### config.mk
export PLATFORM = sky130hd
export DESIGN_NAME = ext_irq_conditioner
export DESIGN_NICKNAME = d
export VERILOG_FILES = /design/src/rtl/ext_irq_conditioner.sv
export SDC_FILE = /design/constraint.sdc
export NUM_CORES = 1
export LEC_CHECK = 0
export BUFFER_PORTS_ARGS = -buffer_cell sky130_fd_sc_hd__buf_2
export CAP_MARGIN = 5
export CORE_ASPECT_RATIO = 1.5
export CORE_MARGIN = 2
export CORE_UTILIZATION = 60
export CTS_CLUSTER_SIZE = 14
export DETAILED_ROUTE_END_ITERATION = 10
export HOLD_SLACK_MARGIN = 0.15
export PLACE_DENSITY_LB_ADDON = 0.12
export SYNTH_ARGS = -nofsm -noshare
export SYNTH_HDL_FRONTEND = slang
export SYNTH_SLANG_ARGS = --single-unit
### constraint.sdc
create_clock -name clk -period 4.35 [get_ports clk]
set_clock_uncertainty 0.1 [all_clocks]
set_input_delay 0.6525 -clock clk [delete_from_list [all_inputs] [get_ports clk]]
set_output_delay 0.6525 -clock clk [all_outputs]
set_load 0.005 [all_outputs]
### src/rtl/ext_irq_conditioner.sv
module ext_irq_conditioner #(
  parameter int NPIN = 28,
  parameter int WW   = 6,
  parameter int PW   = $clog2(NPIN)
) (
  input  logic            clk,
  input  logic            rst_n,
  input  logic [NPIN-1:0] pin_in,
  input  logic            cfg_wr,
  input  logic [PW-1:0]   cfg_pin,
  input  logic [2:0]      cfg_mode,
  input  logic            cfg_flt_en,
  input  logic            cfg_flt_sel,
  input  logic [WW-1:0]   cfg_width,
  input  logic            mask_wr,
  input  logic [NPIN-1:0] mask_data,
  input  logic            clr_wr,
  input  logic [NPIN-1:0] clr_bits,
  output logic [NPIN-1:0] pending,
  output logic [3:0]      irq
);
  localparam int NOUT = 4;
  localparam logic [2:0] M_LOW = 3'd0, M_HIGH = 3'd1, M_FALL = 3'd2,
                         M_RISE = 3'd3, M_BOTH = 3'd4;

  logic [NPIN-1:0] sync1, sync2, mask_q, edge_hit, lvl_hit, clr_eff;
  logic [NPIN-1:0][2:0] mode_all;

  function automatic int group_of(int i);
    if (i < 4) return 0;
    else if (i < 12) return 1;
    else if (i < 20) return 2;
    else return 3;
  endfunction

  function automatic logic [NPIN-1:0] group_bits(int o);
    logic [NPIN-1:0] b;
    b = '0;
    for (int i = 0; i < NPIN; i++) b[i] = (group_of(i) == o);
    return b;
  endfunction

  always_ff @(posedge clk or negedge rst_n) begin
    if (!rst_n) begin
      sync1  <= '0;
      sync2  <= '0;
      mask_q <= '1;
    end else begin
      sync1 <= pin_in;
      sync2 <= sync1;
      if (mask_wr) mask_q <= mask_data;
    end
  end

  genvar gi;
  generate
    for (gi = 0; gi < NPIN; gi++) begin : g_pin
      logic [2:0]    mode;
      logic          fen, fsel;
      logic [WW-1:0] wid, cnt;
      logic          h1, h2, lvl, lvl_d;
      logic          rise, fall;

      always_ff @(posedge clk or negedge rst_n) begin
        if (!rst_n) begin
          mode <= M_RISE;
          fen  <= 1'b0;
          fsel <= 1'b0;
          wid  <= '0;
        end else if (cfg_wr && cfg_pin == PW'(gi)) begin
          mode <= cfg_mode;
          fen  <= cfg_flt_en;
          fsel <= cfg_flt_sel;
          wid  <= cfg_width;
        end
      end

      always_ff @(posedge clk or negedge rst_n) begin
        if (!rst_n) begin
          h1    <= 1'b0;
          h2    <= 1'b0;
          lvl   <= 1'b0;
          lvl_d <= 1'b0;
          cnt   <= '0;
        end else begin
          h1    <= sync2[gi];
          h2    <= h1;
          lvl_d <= lvl;
          if (!fen) begin
            lvl <= sync2[gi];
            cnt <= '0;
          end else if (!fsel) begin
            if (sync2[gi] == h1 && h1 == h2) lvl <= sync2[gi];
            cnt <= '0;
          end else if (sync2[gi] == lvl) begin
            cnt <= '0;
          end else if (cnt == wid) begin
            lvl <= sync2[gi];
            cnt <= '0;
          end else begin
            cnt <= cnt + 1'b1;
          end
        end
      end

      assign rise = lvl & ~lvl_d;
      assign fall = ~lvl & lvl_d;

      always_comb begin
        edge_hit[gi] = 1'b0;
        lvl_hit[gi]  = 1'b0;
        case (mode)
          M_LOW:  lvl_hit[gi]  = ~lvl;
          M_HIGH: lvl_hit[gi]  = lvl;
          M_FALL: edge_hit[gi] = fall;
          M_RISE: edge_hit[gi] = rise;
          M_BOTH: edge_hit[gi] = rise | fall;
          default: ;
        endcase
      end

      assign mode_all[gi] = mode;
    end
  endgenerate

  assign clr_eff = clr_wr ? clr_bits : '0;

  always_ff @(posedge clk or negedge rst_n) begin
    if (!rst_n) pending <= '0;
    else        pending <= (pending & ~clr_eff) | edge_hit | (lvl_hit & ~clr_eff);
  end

  genvar go;
  generate
    for (go = 0; go < NOUT; go++) begin : g_out
      assign irq[go] = |(pending & ~mask_q & group_bits(go));
    end
  endgenerate
endmodule


-- Word-level counts from Yosys, hierarchy flattened
Index checks and enable logic that the tools add are counted.
- equality and inequality tests: 335
- bitwise gates (word level): 147
- reductions and logical operators: 117
- add/subtract/negate cells: 28
- muxes and demuxes: 309
- operators with widths (kind ; number):
    6-bit two-way mux ; 112
    6-bit by 1-bit adder with 6-bit output (second input constant) ; 28
    3-bit by 2-bit == test with 1-bit output (second input constant) ; 56
    6-bit == test ; 28
    1-bit two-way mux ; 140
    28-bit bitwise AND ; 3
    1-bit == test ; 84
    3-bit by 1-bit == test with 1-bit output (second input constant) ; 28
    3-bit == test (second input constant) ; 28
    3-bit zero test ; 28
    3-bit by 1-bit != test with 1-bit output (second input constant) ; 28
    3-bit by 2-bit != test with 1-bit output (second input constant) ; 28
    3-bit != test (second input constant) ; 28
    1-bit one-hot mux with 3 select lines ; 28
    3-bit AND reduction ; 28
    5-bit == test (second input constant) ; 12
    1-bit bitwise AND ; 56
    1-bit logical AND ; 56
    1-bit inverter ; 56
    28-bit inverter ; 2
    28-bit OR ; 2
    1-bit one-hot mux with 2 select lines ; 28
    5-bit by 4-bit == test with 1-bit output (second input constant) ; 8
    28-bit two-way mux ; 1
    other kinds (7) ; 40
- register bits: 700
- word-level logic and storage cells: 1192
- output and inout port bits: 32

-- Logic depth before layout (Yosys ltp)
Gate-level depths: netlist (run 1).
- depth after elaboration: 6
- gate-level depth with buffers: 6

-- Worst setup path before layout (run 1)
OpenSTA, ideal clock, no wires.
- path type: input to register
- from: in cfg_pin[2]
- to: reg g_pin[19].fen
- data required time: 4.125 ns
- path slack: 2.357 ns
- cell stages on the path: 5
- buffers on the path: 1
- setup time: 0.125 ns
- arrival: 1.768 ns
- cells stage by stage: nor2_2 > and3_1 > nor2b_1 > buf_4 > mux2_2
- longest elaborated chain between the ends: 2
- ends and longest elaborated chain (item ; RTL line ; text):
    from (decl) ; 10 ; input logic [PW-1:0] cfg_pin,
    5-bit == test ; 70 ; end else if (cfg_wr && cfg_pin == PW'(gi)) begin
    1-bit logical AND ; 70 ;
    to (signal assigned) ; 72 ; fen <= cfg_flt_en;
    to (decl) ; 59 ; logic fen, fsel;
No other way between the ends.
A chain may end at the register's enable or synchronous reset.

-- Final worst setup path (run 1)
- from: reg mask_q[22]
- to: out irq[3]
- longest elaborated chain between the ends: 3
- ends and longest elaborated chain (item ; RTL line ; text):
    from (decl) ; 26 ; logic [NPIN-1:0] sync1, sync2, mask_q, edge_hit, lvl_hit, clr_eff;
    from (signal assigned) ; 51 ; if (mask_wr) mask_q <= mask_data;
    28-bit inverter ; 136 ; assign irq[go] = |(pending & ~mask_q & group_bits(go));
    28-bit bitwise AND ; 136 ;
    8-bit OR reduction ; 136 ;
    to (decl) ; 20 ; output logic [3:0] irq
No other way between the ends.

==> results.cfg, run 1 <==
[grt]
grt_max_degree = 125
antenna_found_initial = 4
grt_pass1_vias = 20590
grt_overflow = 0
grt_use_total = 0.2548
grt_pass1_wl_um = 108100

[logic_synthesis]
syn_area_per_cell_um2 = 11.98
synth_xor_xnor_area_share = 0.08667
synth_edf_count = 0
synthSimpleGateAreaFrac = 0.08538
yosysWarnings = 0
synth_nets = 2788
synth_top_family_by_area = multiplexers
ys.flop_type = dfrtp_1
ys_ff_latch = 700
synthAdderAreaFrac = 0.03377
seq_area_frac_synth = 0.5662
synth_area_um2 = 31120
yosysTopAreaCellShare = 0.4953
synth_compound_area_frac = 0.06553
netlist_instances = 2599
synth.distinct_cells = 51
synth_area_leaders = dfrtp_1 50%, mux2_2 12%, dfstp_2 7.1%
synth.area.mux_share = 0.1299
yosys.area.top_type = dfrtp_1
async_flop_share = 1.000

[finish]
utilization = 0.6846
layout_common_cells = 616 x dfrtp_1, 326 x mux2_2, 239 x nor2_1
stdcell_area_um2 = 35210
area_delta_synth_final_pct = 13.13
drive_gt1_frac = 0.2394
num-fill-cells = 3726
instances_no_fill = 3488
nets = 2946
final_common_cell = dfrtp_1

[route]
post_drt_wl_per_cell_um = 18.96
viasPerCell = 5.676
drc = 0
vias = 19800
drtAntennaViolNets = 0
drtIter0Drc = 1057
drt_pre_antenna_iters = 5
wirelength_um = 66130

[cts]
clk_pin_slew_ns = 0.06
insertion_delay_ns = 0.61
cts_sinks = 700
cts_made_buffers = 68
tritoncts = built
clock_path_buffers = 3
root_buffer = clkbuf_16
htreeDepth = 3
post_cts_buffers = 0

[floorplan]
ios = 137
die_area_um2 = 53750
num_rows = 102
die_h_um = 283.0
core_um2 = 51430
initial_core_util = 0.6052
die_w_um = 190.0

[placement]
hpwl_um = 42140
place_area_um2 = 32410
pre_cts_slack_ns = 1.536
place_inst = 3331
port_buffers = 136
gp_congestion = 0.8024

[run]
cap_violations = 0

[sta]
setup_violations = 0
tns_ns = 0
drv_slew = 0
rsz0062_at_grt = false
tightest_slew_ns = 1.170
max_freq_ghz = 0.3529
fin_crit_ns = 2.833
hold_viol = 0
holdWs_ns = 0.1781
setup_ws_ns = 1.517
finalCritPeriodShare = 0.6513
slew-limit-headroom = 0.2138

[min_path]
hold_class = input pin to flip-flop

[setup_path]
path_buf_inv = 1
criticalPathCategory = flip-flop to output pin
end_kind = output pin
critPathSlowestCell = or4_1
worstPathRequired_ns = 3.60
cp_max_fo = 2
crit_arrival_ns = 2.08
cp_top_family = simple AND/OR/NAND/NOR gates
reg2reg_slack_ns = 2.41
crit_chain = o22ai_1 > or4_1 > buf_2
worstSetupStartpointType = flip-flop
slowest_delay_ns = 0.62

[power_and_ir_drop]
power_leakage_nw = 15.77
p_per_area_nw_per_um2 = 503.2
peakVddDrop_uv = 413.8
total_power_mw = 17.72

[outcome]
status = complete, no violations
[flip-flops by register name (all words and copies together), names as in the netlist]
signal and count:
g_pin.cnt 168, g_pin.fen 28, g_pin.fsel 28, g_pin.h1 28, g_pin.h2 28, g_pin.lvl 28, g_pin.lvl_d 28, g_pin.mode 84
g_pin.wid 168, mask_q 28, pending 28, sync1 28, sync2 28
[layer usage]
layer	wire, µm	global-route usage	vias to the layer above
li1	-	-	9231
met1	28790	0.3349	10170
met2	33750	0.4399	303
met3	2233	0.03617	92
met4	1321	0.07597	6
met5	32	0	-
[where the power goes]
group / switching, mW / leakage, nW / internal [mW]
combinational: 1.34 / 5.86 / 1.40
clock: 2.46 / 1.21 / 4.00
sequential: 0.967 / 8.70 / 7.55
total: 4.77 / 15.8 / 12.9
[worst paths after layout]
kind | endpoint | start | depth (start not counted)
max in group asynchronous | g_pin[27].wid[1]$_DFFE_PN0P_ | rst_n | 3
min in group asynchronous | sync1[6]$_DFF_PN0_ | rst_n | 2
hold / removal | mask_q[20]$_DFFE_PN1P_ | mask_data[20] | 2
setup / recovery | irq[3] | mask_q[22]$_DFFE_PN1P_ | 3
hold reg to reg | sync2[8]$_DFF_PN0_ | sync1[8]$_DFF_PN0_ | 0
setup reg to reg | g_pin[22].lvl$_DFFE_PN0P_ | g_pin[22].cnt[3]$_DFF_PN0_ | 4
[timing repair]
item,4_1_cts,5_1_grt
hold endpoints to repair,81,0
gates resized for setup,0,0
hold buffers,32,0
[layout make-up]
type                    count  area [µm²]  area share
flip-flops and latches    700       17620      0.5005
multi-input cells        1641       12490      0.3547
clock buffers             104        2073     0.05888
repair buffers            177        1141     0.03241
well taps                 676       845.8     0.02402
inverters                 169       634.4     0.01802
clock inverters            20       402.9     0.01144
diodes                      1       2.502  0.00007107
[worst register-to-register path, stage by stage (launching register included)]
cell and delay, ns:
dfrtp_1 0.43, xor2_1 0.18, nor4_1 0.50, mux2_2 0.40, a211o_1 0.22
[logic make-up (layout without fill, tap and decap cells)]
group | Yosys count | count (layout)
AND/OR/NAND/NOR | 588 | 588
AO/OA/AOI/OAI | 299 | 299
multiplexers | 362 | 362
flip-flops | 700 | 700
XOR/XNOR | 308 | 308
buffers and inverters | 258 | 470
other | 0 | 1
adder cells (fa/ha/maj) | 84 | 84
[cells in the mapped netlist (3+ instances only)]
| library cell | count |
|---|---|
| a21oi_1 | 50 |
| a221o_1 | 6 |
| a2bb2oi_1 | 5 |
| a311o_1 | 5 |
| a31oi_1 | 6 |
| and3_1 | 8 |
| buf_1 | 11 |
| buf_2 | 24 |
| buf_4 | 4 |
| clkbuf_1 | 50 |
| dfrtp_1 | 616 |
| dfstp_2 | 84 |
| ha_1 | 84 |
| inv_1 | 169 |
| mux2_1 | 10 |
| mux2_2 | 326 |
| mux2i_1 | 26 |
| nand2_1 | 122 |
| nand2b_1 | 5 |
| nand3_1 | 86 |
| nand4_1 | 35 |
| nor2_1 | 239 |
| nor2b_1 | 3 |
| nor3_1 | 54 |
| nor4_1 | 6 |
| o2111a_1 | 12 |
| o2111ai_1 | 10 |
| o211ai_1 | 61 |
| o21a_1 | 15 |
| o21ai_0 | 46 |
| o21ai_1 | 22 |
| o22ai_1 | 27 |
| o311ai_0 | 26 |
| or3_1 | 12 |
| or3b_2 | 4 |
| or4_1 | 4 |
| xnor2_1 | 188 |
| xor2_1 | 120 |
No activity file was read; power rests on OpenSTA's default activity.
==> run 2: changes to the inputs <==
--- a/config.mk
+++ b/config.mk
@@ -5,6 +5,7 @@
 export SDC_FILE = /design/constraint.sdc
 export NUM_CORES = 1
 export LEC_CHECK = 0
+export ABC_AREA = 1
 export BUFFER_PORTS_ARGS = -buffer_cell sky130_fd_sc_hd__buf_2
 export CAP_MARGIN = 5
 export CORE_ASPECT_RATIO = 1.5
==> constraint.sdc (replaced) <==
create_clock -name clk -period 2.8 [get_ports clk]
set_clock_uncertainty 0.1 [all_clocks]
set_input_delay 0.42 -clock clk [delete_from_list [all_inputs] [get_ports clk]]
set_output_delay 0.42 -clock clk [all_outputs]
set_load 0.005 [all_outputs]
==> run 2 against run 1 <==
Compared with the run above: via count increased by 22%; first-iteration DRC count increased by 20%; hold slack improved by 0.033 ns; count of clock-buffer cells in the layout decreased by 1; cell count increased by 34%; final area increased by 3.9%; sequential power increased by 49%; sequential share of layout area decreased by 1.9 points; worst setup slack got worse by 1.0 ns; combinational power increased by 44%; synthesized cell count increased by 42%; non-clock buffer count increased by 100.
==> results.cfg, run 2 <==
[outcome]
status = complete, no violations

[route]
drc = 0
drt_pre_antenna_iters = 4
wirelength_um = 70530
drtAntennaViolNets = 0
vias = 24190
viasPerCell = 5.166
drtIter0Drc = 1266
post_drt_wl_per_cell_um = 15.06

[sta]
hold_viol = 0
slew-limit-headroom = 0.5298
max_freq_ghz = 0.4318
tns_ns = 0
setup_violations = 0
fin_crit_ns = 2.316
rsz0062_at_grt = false
holdWs_ns = 0.2114
drv_slew = 0
tightest_slew_ns = 0.7053
finalCritPeriodShare = 0.8272

[finish]
final_common_cell = nand2_1
drive_gt1_frac = 0.1093
stdcell_area_um2 = 36590
layout_common_cells = 850 x nand2_1, 616 x dfrtp_1, 514 x nor2_1
nets = 4132
reg.largest.list = g_pin.cnt: 168 flops, g_pin.wid: 168 flops, g_pin.mode: 84 flops
num-fill-cells = 4088
area_delta_synth_final_pct = 15.41

[cts]
htreeDepth = 3
tritoncts = built
cts_resized = 0
insertion_delay_ns = 0.62
cts_sinks = 700
cts_made_buffers = 68
clk_pin_slew_ns = 0.06
root_buffer = clkbuf_16
clock_path_buffers = 3

[logic_synthesis]
ys_ff_latch = 700
synth_most_common_cell = nand2_1
synthAdderAreaFrac = 0.03315
synth_nets = 3870
yosysWarnings = 0
synth_compound_area_frac = 0.08501
ys.flop_type = dfrtp_1
synthSimpleGateAreaFrac = 0.2109
yosysTopAreaCellShare = 0.4862
yosys.area.top_type = dfrtp_1
seq_area_frac_synth = 0.5558
synth_edf_count = 0
synth_area_um2 = 31700
synth.distinct_cells = 27
synth_xor_xnor_area_share = 0.03868
synth.area.mux_share = 0.006393
netlist_instances = 3681
syn_area_per_cell_um2 = 8.613
yosys-top-cells-count = 850 x nand2_1, 616 x dfrtp_1, 514 x nor2_1, 495 x inv_1, 336 x o21ai_0
async_flop_share = 1.000
synth_area_leaders = dfrtp_1 49%, nand2_1 10%, dfstp_2 7.0%
synth_top_family_by_area = simple AND/OR/NAND/NOR gates

[placement]
place_area_um2 = 33470
hpwl_um = 44720
port_buffers = 136
gp_congestion = 0.8100

[setup_path]
cp_max_fo = 2
critPathSlowestCell = dfstp_2
path_buf_inv = 2
cp.depth = 5
worstSetupStartpointType = flip-flop
crit_chain = o22ai_1 > a21oi_1 > buf_4 > o2111ai_1 > buf_2
r2r_cells = 5
crit_arrival_ns = 1.80
end_kind = output pin
r2r_end = g_pin[18].lvl$_DFFE_PN0P_
slowest_delay_ns = 0.53
cp-startpoint = mask_q[18]$_DFFE_PN1P_
worstPathRequired_ns = 2.28
reg2reg_slack_ns = 1.36
cp_top_family = flip-flops
reg2reg_from = sync2[18]$_DFF_PN0_
worstSetupEndpoint = irq[2]
criticalPathCategory = flip-flop to output pin

[grt]
grt_pass1_wl_um = 117500
antenna_found_initial = 2
grt_max_degree = 89
grt_overflow = 0
grt_pass1_vias = 24000
grt_use_total = 0.2701

[min_path]
hold_class = input pin to flip-flop

[power_and_ir_drop]
p_per_area_nw_per_um2 = 705.9
total_power_mw = 25.83
peakVddDrop_uv = 607.9
power_leakage_nw = 17.74

[floorplan]
die_w_um = 191.7
die_h_um = 285.5
die_area_um2 = 54730
ios = 137
core_um2 = 52450
num_rows = 103
initial_core_util = 0.6044

[run]
cap_violations = 0
==> run 2: worst min path at each step <==
| stage | startpoint | to | slack [ns] | cells after the start |
|---|---|---|---|---|
| 2_1_floorplan | rst_n | g_pin[0].cnt[0]$_DFF_PN0_ | 0.02 | 0 |
| 3_5_place_dp | sync1[7]$_DFF_PN0_ | sync2[7]$_DFF_PN0_ | 0.23 | 0 |
| 6_report | mask_wr | mask_q[8]$_DFFE_PN1P_ | 0.21 | 3 |
| 3_3_place_gp | sync1[0]$_DFF_PN0_ | sync2[0]$_DFF_PN0_ | 0.23 | 0 |
| 5_1_grt | mask_wr | mask_q[12]$_DFFE_PN1P_ | 0.24 | 3 |
| 4_1_cts | mask_wr | mask_q[8]$_DFFE_PN1P_ | 0.19 | 3 |
==> run 2: logic make-up (layout without fill, tap and decap cells) <==
family	count (synthesis)	after routing
AO/OA/AOI/OAI	501	501
XOR/XNOR	140	140
adder cells (fa/ha/maj)	84	84
buffers and inverters	581	899
flip-flops	700	700
multiplexers	18	18
other	0	1
AND/OR/NAND/NOR	1657	1657
==> run 2: per-layer routing <==
metal	GRT usage	part of all wire	up-vias	wire, µm
li1	-	-	12110	-
met1	0.3381	0.42	11510	29840
met2	0.4738	0.50	424	35440
met3	0.03828	0.043	140	3013
met4	0.1015	0.031	2	2214
met5	0	0.00026	-	18
==> run 2: cell type report <==
cell class	count	area, µm²	area share
clock buffers	103	2048	0.05598
flip-flops and latches	700	17620	0.4816
repair buffers	277	2125	0.05806
well taps	682	853.3	0.02332
diodes	1	2.502	0.00006839
clock inverters	23	216.5	0.005916
inverters	496	1862	0.05088
multi-input cells	2400	11860	0.3242
==> run 2: power by group <==
| part | internal, mW | leakage (nW) | total [mW] | switching, mW |
|---|---|---|---|---|
| sequential | 11.5 | 8.77 | 12.7 | 1.14 |
| clock | 5.29 | 1.12 | 9.22 | 3.93 |
| combinational | 1.65 | 7.85 | 3.95 | 2.30 |
==> run 2: timing repair <==
item | CTS | global route
endpoints found under the hold margin | 496 | 0
setup buffers | 0 | 0
hold buffers | 85 | 0
==> run 2: per-stage QoR <==
step | cells | setup slack (ns) | utilization
floorplan | 3681 | 1.355 | -
global placement | 4470 | 0.8235 | 0.6382
detailed placement | 4470 | 0.7281 | 0.6382
CTS | 4681 | 0.4406 | 0.6976
global route | 4681 | 0.3997 | 0.6976
finish | 4682 | 0.4839 | 0.6976
==> run 2: tightest hold or removal path: stages <==
cell and delay (ns):
buf_2 0.31, nand2_1 0.12, o21ai_0 0.07
==> run 3: changes to the inputs <==
==> constraint.sdc (replaced) <==
create_clock -name clk -period 2.28 [get_ports clk]
set_clock_uncertainty 0.1 [all_clocks]
set_input_delay 0.342 -clock clk [delete_from_list [all_inputs] [get_ports clk]]
set_output_delay 0.342 -clock clk [all_outputs]
set_load 0.005 [all_outputs]
==> run 3 against run 2 <==
Compared with the run above: critical path depth stayed put; hold slack worse by 0.027 ns; first-iteration DRC count is 3.9% lower; total power is 25% higher; sequential power is 23% higher; critical endpoint unchanged; highest routed layer is now met4.
==> results.cfg, run 3 (synthesized netlist as in run 2, its figures left out) <==
[setup_path]
criticalPathCategory = flip-flop to output pin
worstSetupStartpointType = flip-flop
critPathSlowestCell = dfrtp_1
crit_arrival_ns = 1.82
r2r_end = g_pin[4].lvl$_DFFE_PN0P_
reg2reg_from = sync2[4]$_DFF_PN0_
slowest_delay_ns = 0.42
cp.depth = 5
reg2reg_slack_ns = 0.75
cp_top_family = compound AO/OA/AOI/OAI gates
r2r_cells = 5
end_kind = output pin
crit_chain = inv_1 > o22ai_1 > a21oi_1 > o2111ai_2 > buf_2
worstPathRequired_ns = 1.84
path_buf_inv = 2
cp_max_fo = 2

[power_and_ir_drop]
total_power_mw = 32.24
peakVddDrop_uv = 769.8
seq_power_share = 0.483
pwr-share-comb = 0.153
p_per_area_nw_per_um2 = 868.0
power.share.clock = 0.364
p_int_mw = 23.30
p_switching_mw = 8.937
switching_share = 0.2772
power_leakage_nw = 17.97

[cts]
cts_sinks = 700
clk_pin_slew_ns = 0.06
cts_made_buffers = 69
insertion_delay_ns = 0.60
htreeDepth = 3
post_cts_buffers = 0
root_buffer = clkbuf_16
tritoncts = built
clock_path_buffers = 3

[floorplan]
die_w_um = 191.7
ios = 137
die_area_um2 = 54730
initial_core_util = 0.6044
core_um2 = 52450
die_h_um = 285.5
num_rows = 103

[finish]
layout_common_cells = 850 x nand2_1, 616 x dfrtp_1, 514 x nor2_1
final_common_cell = nand2_1
nets = 4177
reg.largest.list = g_pin.cnt: 168 flops, g_pin.wid: 168 flops, g_pin.mode: 84 flops
drive_gt1_frac = 0.1131
stdcell_area_um2 = 37140
area_delta_synth_final_pct = 17.16
instances_no_fill = 4725

[sta]
hold_viol = 0
finalCritPeriodShare = 0.9933
drv_slew = 0
setup_violations = 0
tns_ns = 0
setup_ws_ns = 0.01535
fin_crit_ns = 2.265
slew-limit-headroom = 0.5911
max_freq_ghz = 0.4416
tightest_slew_ns = 0.6134

[run]
cap_violations = 0

[placement]
place_area_um2 = 33640
gp_congestion = 0.8063
place_inst = 4488
hpwl_um = 44880
port_buffers = 136
pre_cts_slack_ns = 0.5010

[grt]
antenna_found_initial = 0
grt_use_total = 0.2703
grt_overflow = 0
grt_pass1_vias = 23730
grt_pass1_wl_um = 117300
grt_max_degree = 65

[min_path]
hold_class = input pin to asynchronous set/reset pin

[route]
drtAntennaViolNets = 0
post_drt_wl_per_cell_um = 15.07
vias = 24360
drtIter0Drc = 1216
drc = 0
wirelength_um = 71220
viasPerCell = 5.155
drt_pre_antenna_iters = 5

[outcome]
status = complete, no violations
[run 3: worst max path at each step]
| stage | start | endpoint | slack, ns |
|---|---|---|---|
| CTS | mask_q[18]$_DFFE_PN1P_ | irq[2] | 0.01 |
| detailed placement | cfg_pin[4] | g_pin[15].wid[3]$_DFFE_PN0P_ | 0.50 |
| global route | pending[14]$_DFF_PN0_ | irq[2] | -0.009 |
| global placement | cfg_pin[4] | g_pin[15].wid[2]$_DFFE_PN0P_ | 0.52 |
| finish | pending[14]$_DFF_PN0_ | irq[2] | 0.02 |
| floorplan | cfg_wr | g_pin[16].wid[4]$_DFFE_PN0P_ | 0.91 |
[run 3: routing by layer]
layer,track usage,part of all wire,up-vias
met4,0.1017,0.034,0
met1,0.3451,0.43,11610
li1,-,-,12200
met2,0.4702,0.50,407
met3,0.03435,0.035,148
met5,0,0,-
[run 3: per-stage QoR]
step,utilization,hold slack (ns)
after floorplan,-,-0.05359
after global placement,0.6414,0.2039
after detailed placement,0.6414,0.2026
after CTS,0.7077,0.1553
after global routing,0.7081,0.1707
final,0.7081,0.1848
[run 3: layout make-up]
cell class	instances	area, µm²
flip-flops and latches	700	17620
fillers	4097	15310
multi-input cells	2400	11880
repair buffers	321	2561
clock buffers	115	2215
inverters	496	1862
well taps	682	853.3
clock inverters	10	150.1
diodes	1	2.502
[run 3: power groups by stage]
stage / registers [mW] / clock network, mW / logic, mW
after floorplan: 15.3 / 0 / 3.25
after global placement: 15.7 / 0 / 4.59
after detailed placement: 15.7 / 0 / 4.76
after CTS: 15.6 / 12.0 / 4.95
after global routing: 15.8 / 12.5 / 5.77
final: 15.6 / 11.7 / 4.93
[run 3: what timing repair did]
| action | 4_1_cts | 5_1_grt |
|---|---|---|
| hold buffers | 111 | 0 |
| endpoints found under the hold margin | 688 | 0 |
| setup endpoints to repair | 0 | 2 |
| gates resized for setup | 0 | 5 |
